<file path="config.mk">
export PLATFORM = sky130hd
export DESIGN_NAME = mcpwm_top
export DESIGN_NICKNAME = d
export VERILOG_FILES = /design/src/rtl/mcpwm_pkg.sv /design/src/rtl/mcpwm_counter.sv /design/src/rtl/mcpwm_pair.sv /design/src/rtl/mcpwm_fault.sv /design/src/rtl/mcpwm_top.sv
export SDC_FILE = /design/constraint.sdc
export NUM_CORES = 1
export LEC_CHECK = 0
export ABC_AREA = 0
export BUFFER_PORTS_ARGS = -buffer_cell sky130_fd_sc_hd__buf_2
export CAP_MARGIN = 0
export CORE_MARGIN = 2
export CORE_UTILIZATION = 50
export CTS_CLUSTER_SIZE = 20
export DETAILED_ROUTE_END_ITERATION = 12
export PLACE_DENSITY = 0.66
export SYNTH_ARGS = -nofsm -noshare
export SYNTH_HDL_FRONTEND = slang
export SYNTH_SLANG_ARGS = --single-unit
</file>
<file path="constraint.sdc">
create_clock -name clk -period 5.85 [get_ports clk]
set_clock_uncertainty 0.1 [all_clocks]
set_input_delay 1.17 -clock clk [delete_from_list [all_inputs] [get_ports clk]]
set_output_delay 1.17 -clock clk [all_outputs]
set_load 0.01 [all_outputs]
</file>
<file path="src/rtl/mcpwm_pkg.sv">
package mcpwm_pkg;

    localparam int unsigned ADR_PERIOD    = 0;
    localparam int unsigned ADR_GUARD     = 1;
    localparam int unsigned ADR_MODE      = 2;
    localparam int unsigned ADR_DUTY_BASE = 3;

    typedef enum logic {
        DIR_DOWN = 1'b0,
        DIR_UP   = 1'b1
    } dir_e;

endpackage

</file>
<file path="src/rtl/mcpwm_counter.sv">
module mcpwm_counter #(
    parameter int CNT_W = 15
) (
    input  logic             clk,
    input  logic             rst_n,
    input  logic [CNT_W-1:0] period,
    input  logic             center,
    output logic [CNT_W-1:0] cnt,
    output logic             wrap
);
    import mcpwm_pkg::*;

    typedef struct packed {
        logic [CNT_W-1:0] cnt;
        dir_e             dir;
    } cnt_st_t;

    cnt_st_t st_d, st_q;

    always_comb begin
        st_d = st_q;
        if (center) begin
            if (st_q.dir == DIR_UP) begin
                if (st_q.cnt >= period) begin
                    st_d.cnt = (st_q.cnt == '0) ? '0 : st_q.cnt - 1'b1;
                    st_d.dir = DIR_DOWN;
                end else begin
                    st_d.cnt = st_q.cnt + 1'b1;
                end
            end else begin
                st_d.cnt = st_q.cnt - 1'b1;
            end
        end else begin
            st_d.cnt = (st_q.cnt >= period) ? '0 : st_q.cnt + 1'b1;
            st_d.dir = DIR_UP;
        end
        if (st_d.cnt == '0) begin
            st_d.dir = DIR_UP;
        end
    end

    always_ff @(posedge clk or negedge rst_n) begin
        if (!rst_n) begin
            st_q <= '{cnt: '0, dir: DIR_UP};
        end else begin
            st_q <= st_d;
        end
    end

    assign cnt  = st_q.cnt;
    assign wrap = (st_d.cnt == '0);

endmodule

</file>
<file path="src/rtl/mcpwm_pair.sv">
module mcpwm_pair #(
    parameter int CNT_W = 15,
    parameter int DT_W  = 8
) (
    input  logic             clk,
    input  logic             rst_n,
    input  logic [CNT_W-1:0] cnt,
    input  logic [CNT_W-1:0] period,
    input  logic [CNT_W-1:0] duty,
    input  logic [DT_W-1:0]  guard,
    output logic             hi,
    output logic             lo
);
    typedef struct packed {
        logic            raw;
        logic [DT_W-1:0] gap;
        logic            hi;
        logic            lo;
    } pair_st_t;

    pair_st_t st_d, st_q;
    logic     raw_now;

    always_comb begin
        raw_now = (duty != '0) && ((duty >= period) || (cnt < duty));
        st_d     = st_q;
        st_d.raw = raw_now;
        if (raw_now != st_q.raw) begin
            st_d.gap = guard;
            st_d.hi  = (guard == '0) ? raw_now  : 1'b0;
            st_d.lo  = (guard == '0) ? !raw_now : 1'b0;
        end else if (st_q.gap != '0) begin
            st_d.gap = st_q.gap - 1'b1;
            st_d.hi  = (st_q.gap == DT_W'(1)) ? raw_now  : 1'b0;
            st_d.lo  = (st_q.gap == DT_W'(1)) ? !raw_now : 1'b0;
        end else begin
            st_d.hi  = raw_now;
            st_d.lo  = !raw_now;
        end
    end

    always_ff @(posedge clk or negedge rst_n) begin
        if (!rst_n) begin
            st_q <= '0;
        end else begin
            st_q <= st_d;
        end
    end

    assign hi = st_q.hi;
    assign lo = st_q.lo;

endmodule

</file>
<file path="src/rtl/mcpwm_fault.sv">
module mcpwm_fault (
    input  logic clk,
    input  logic rst_n,
    input  logic fault_in,
    input  logic fault_clr,
    input  logic wrap,
    output logic gate_ok
);
    typedef struct packed {
        logic held;
        logic run;
    } flt_st_t;

    flt_st_t st_d, st_q;

    always_comb begin
        st_d = st_q;
        if (fault_in) begin
            st_d.held = 1'b1;
        end else if (fault_clr) begin
            st_d.held = 1'b0;
        end
        if (fault_in || st_q.held) begin
            st_d.run = 1'b0;
        end else if (wrap) begin
            st_d.run = 1'b1;
        end
    end

    always_ff @(posedge clk or negedge rst_n) begin
        if (!rst_n) begin
            st_q <= '{held: 1'b0, run: 1'b1};
        end else begin
            st_q <= st_d;
        end
    end

    assign gate_ok = st_q.run && !fault_in;

endmodule

</file>
<file path="src/rtl/mcpwm_top.sv">
module mcpwm_top #(
    parameter int NPAIR  = 3,
    parameter int CNT_W  = 15,
    parameter int DT_W   = 8,
    parameter int DATA_W = 16,
    parameter int ADDR_W = $clog2(mcpwm_pkg::ADR_DUTY_BASE + NPAIR)
) (
    input  logic              clk,
    input  logic              rst_n,
    input  logic              wr_en,
    input  logic [ADDR_W-1:0] wr_addr,
    input  logic [DATA_W-1:0] wr_data,
    input  logic              fault_in,
    input  logic              fault_clr,
    output logic [NPAIR-1:0]  pwm_hi,
    output logic [NPAIR-1:0]  pwm_lo,
    output logic              sync_pulse
);
    import mcpwm_pkg::*;

    typedef struct packed {
        logic [CNT_W-1:0]            per;
        logic [NPAIR-1:0][CNT_W-1:0] duty;
        logic [DT_W-1:0]             guard;
        logic                        center;
    } cfg_t;

    typedef struct packed {
        cfg_t hold;
        cfg_t live;
        logic sync;
    } top_st_t;

    top_st_t          st_d, st_q;
    logic [CNT_W-1:0] cnt_w;
    logic             wrap_w;
    logic             gate_ok_w;
    logic [NPAIR-1:0] leg_hi, leg_lo;
    logic [CNT_W-1:0] per_live;
    logic             center_live;
    logic             unused_wdata;

    assign unused_wdata = ^wr_data;
    assign per_live     = st_q.live.per;
    assign center_live  = st_q.live.center;

    always_comb begin
        st_d      = st_q;
        st_d.sync = wrap_w;
        if (wr_en) begin
            if (wr_addr == ADDR_W'(ADR_PERIOD)) begin
                st_d.hold.per = wr_data[CNT_W-1:0];
            end
            if (wr_addr == ADDR_W'(ADR_GUARD)) begin
                st_d.hold.guard = wr_data[DT_W-1:0];
            end
            if (wr_addr == ADDR_W'(ADR_MODE)) begin
                st_d.hold.center = wr_data[0];
            end
            for (int i = 0; i < NPAIR; i++) begin
                if (wr_addr == ADDR_W'(ADR_DUTY_BASE + i)) begin
                    st_d.hold.duty[i] = wr_data[CNT_W-1:0];
                end
            end
        end
        if (wrap_w) begin
            st_d.live = st_q.hold;
        end
    end

    always_ff @(posedge clk or negedge rst_n) begin
        if (!rst_n) begin
            st_q <= '0;
        end else begin
            st_q <= st_d;
        end
    end

    mcpwm_counter #(.CNT_W(CNT_W)) u_cnt (
        .clk    (clk),
        .rst_n  (rst_n),
        .period (per_live),
        .center (center_live),
        .cnt    (cnt_w),
        .wrap   (wrap_w)
    );

    for (genvar g = 0; g < NPAIR; g++) begin : g_leg
        mcpwm_pair #(.CNT_W(CNT_W), .DT_W(DT_W)) u_pair (
            .clk    (clk),
            .rst_n  (rst_n),
            .cnt    (cnt_w),
            .period (per_live),
            .duty   (st_q.live.duty[g]),
            .guard  (st_q.live.guard),
            .hi     (leg_hi[g]),
            .lo     (leg_lo[g])
        );
    end

    mcpwm_fault u_flt (
        .clk       (clk),
        .rst_n     (rst_n),
        .fault_in  (fault_in),
        .fault_clr (fault_clr),
        .wrap      (wrap_w),
        .gate_ok   (gate_ok_w)
    );

    assign pwm_hi     = leg_hi & {NPAIR{gate_ok_w}};
    assign pwm_lo     = leg_lo & {NPAIR{gate_ok_w}};
    assign sync_pulse = st_q.sync;

endmodule

</file>
==> impl_metrics.ini <==
[drt]
wl_per_cell_um = 18.8
drt-initial-drc-count = 487
route.detailed.drc = 0
drt_first_pass_iters = 5
via_per_inst = 5.91
wirelength_mm = 26.3
vias = 8279
ant_nets = 0

[worst_setup_path]
critPathKind = register to register
arrival_ns = 4.80
cp_max_fo = 67
reg2reg_slack_ns = 1.28
required_ns = 6.09
cpMostUsedCell = a211oi_1
reg2regPathDepth = 12
start_kind = register
max_stage_delay_ns = 0.62
cp_cell_sequence = ha_1, a211oi_1, o21bai_1, a211oi_1, a21boi_2, buf_4, nor3_1, o32a_1, or4_4, nor4_4, buf_12, mux2_2
slowest_stage = dfrtp_1
end_kind = register

[clock_tree]
clock_insertion_delay_worst_skew_ns = 0.45
cts_resized = 0
cts_tree = yes
cts.reportedPaths.clkPinSlew_ns = 0.08
cts.htree.levels = 4
cts_hold_buf = 0
cts_root_buf = clkbuf_16
cts_buffer_depth = 2
cts_num_sinks = 190
cts_buffers = 17
post-cts-setup-buffer-count = 0

[status]
status = completed

[floorplan]
die_w_um = 155
start_util_pct = 50.6
ioPinCount = 31
die-area_mm2 = 0.0239
die_y_um = 155
row_count = 55
core_area_mm2 = 0.0224

[timing]
layout_setup_ws_ns = 1.28
setup_viol = 0
worst_pin_slew_ns = 1.04
fin_crit_sh_pct = 78.1
finalCriticalPeriod_ns = 4.57
finalSetupTns_ns = 0
maxSlewViolCount = 0
hold_viol_final = 0
hold_ws_ns = 0.384
rsz0062_at_grt = false
relSlewSlack_pct = 30.2
max_freq_ghz = 0.219

[power]
power_frac_comb_pct = 51.0
switchingPower_mw = 3.29
power_frac_seq_pct = 31.9
power.internal_mw = 4.09
swShare_pct = 44.6
leakage_nw = 5.81
power.density_mw_per_mm2 = 590
vdd.ir_drop.worst_v = 0.000282
clock_power_share_pct = 17.1

[synth]
syn_area_mm2 = 0.0114
synth_edf_count = 0
synth_cells = 1068
synth.yosys.seq_area_share_pct = 41.9
ys.flop_type = dfrtp_1
synth_nets = 1203
async_flop_share_pct = 100
yosysUniqueCellTypes = 64
ys_ff_latch = 190
syn_avg_cell_area_um2 = 10.6
yosys_warnings = 0

[placed_design]
dpl_worst_slack_ns = 1.33
gp_congestion = 0.914
portBuffers = 29
dp_hpwl_mm = 19.1

[layout]
syn2layout_area_growth_pct = 10.0
drive_above_1_share_pct = 19.6
layout.nets = 1237
nFillCells = 1943
num_antenna_cells = 0
fin_util_pct = 55.7
final_common_cell = dfrtp_1
final_cell_mix = dfrtp_1, mux2_2, ha_1, inv_1, nand2_1

[global_routing]
grt_pass1_vias = 8029
grt_usage_pct = 23.0
grt_remaining_overflow = 0
grt_max_degree = 108
grt_pass1_wl_mm = 43.1
antenna_found_initial = 0

[min_path]
holdCritPathClass = register to register
holdPathStages = 2

[run]
timing.max_cap.violations = 0
==> metal layers <==
metal	part of all wire, %	vias up	track usage [%]
li1	-	3997	-
met1	49	4077	33.3
met2	46	168	35.8
met3	3.8	37	3.17
met4	1.9	0	7.80
met5	0	-	0
==> area by class of cell <==
class                      count  area (µm²)  share of cell area [%]
multi-input combinational    767        6130                    49.1
sequential                   190        4760                    38.1
clock buffer                  17         425                    3.41
tap                          285         357                    2.85
inverter                      84         315                    2.52
timing repair buffer          42         277                    2.21
clock inverter                15         225                    1.80
==> synth_stat cells, types with 3 or more instances <==
master    number  area (µm²)
buf_2          3        15.0
and3_1         8        50.1
ha_1         111        1390
nor2b_1        7        43.8
mux2_1        25         282
o21a_1         7        52.6
o31ai_1       12        90.1
dfrtp_1      188        4700
a31o_2         4        35.0
mux2_2       124        1400
nand2_1       53         199
o32a_1         4        40.0
or2_2          7        43.8
nand3b_1       3        22.5
nor2_1        50         188
nor4_1        17         106
a21oi_1       42         210
nand2b_1      11        68.8
nand3_1       25         125
a21o_1        33         248
a31oi_1       10        62.6
o21ai_0       39         195
o211ai_1       6        45.0
buf_6          7        78.8
a211oi_1      12        90.1
clkbuf_1      16        60.1
nand4_1       16         100
or3_1         10        62.6
or4_1         11        82.6
nor3_1        41         205
and2_1        12        75.1
xnor2_1       12         105
and4_1         3        26.3
inv_1         84         315
nor3b_1        7        52.6
mux2i_1        9        90.1
==> registers in the layout, indices dropped and copies added (netlist names) <==
| name | flops |
|---|---|
| center_live | 1 |
| g_leg.u_pair.hi | 3 |
| g_leg.u_pair.lo | 3 |
| g_leg.u_pair.st_q | 27 |
| per_live | 15 |
| st_q | 122 |
| sync_pulse | 1 |
| u_cnt.cnt | 15 |
| u_cnt.st_q | 1 |
| u_flt.st_q | 2 |
==> through the flow <==
step	power (mW)	cells	instance area, µm²
final	7.37	1400	12500
after global routing	8.00	1400	12500
after detailed placement	6.09	1368	11800
after floorplan	5.05	1068	11400
after global placement	5.98	1368	11800
after CTS	7.38	1400	12500
==> cell families after synthesis <==
kind of cell	share of synthesized area, %
multiplexers	15.6
AND/OR/NAND/NOR	13.9
XOR/XNOR	1.00
flip-flops	41.9
buffers and inverters	4.17
adder cells (fa/ha/maj)	12.2
AO/OA/AOI/OAI	11.2
==> power by group through the flow <==
stage               logic, mW  clock network [mW]  registers [mW]
global placement         3.62                   0            2.35
CTS                      3.75                1.28            2.34
detailed placement       3.72                   0            2.37
finish                   3.76                1.26            2.35
floorplan                2.90                   0            2.14
global route             4.24                1.34            2.42
==> path summary, 6_finish.rpt <==
kind                                     from             to
min in group asynchronous               rst_n   u_cnt.cnt[9]
worst min register to register  u_flt.st_q[1]  u_flt.st_q[0]
max in group asynchronous               rst_n        st_q[2]
worst max register to register  u_cnt.cnt[12]       st_q[17]
worst max-delay path            u_cnt.cnt[12]       st_q[17]
worst min-delay path            u_flt.st_q[1]  u_flt.st_q[0]
==> critical path: cells and delay by family (launching register included) <==
family,cells,cell delay [ns]
buffers and inverters,2,0.59
AO/OA/AOI/OAI,5,1.50
AND/OR/NAND/NOR,3,0.82
adder cells (fa/ha/maj),1,0.34
flip-flops,1,0.62
multiplexers,1,0.38
(Power assumes the default switching activity.)
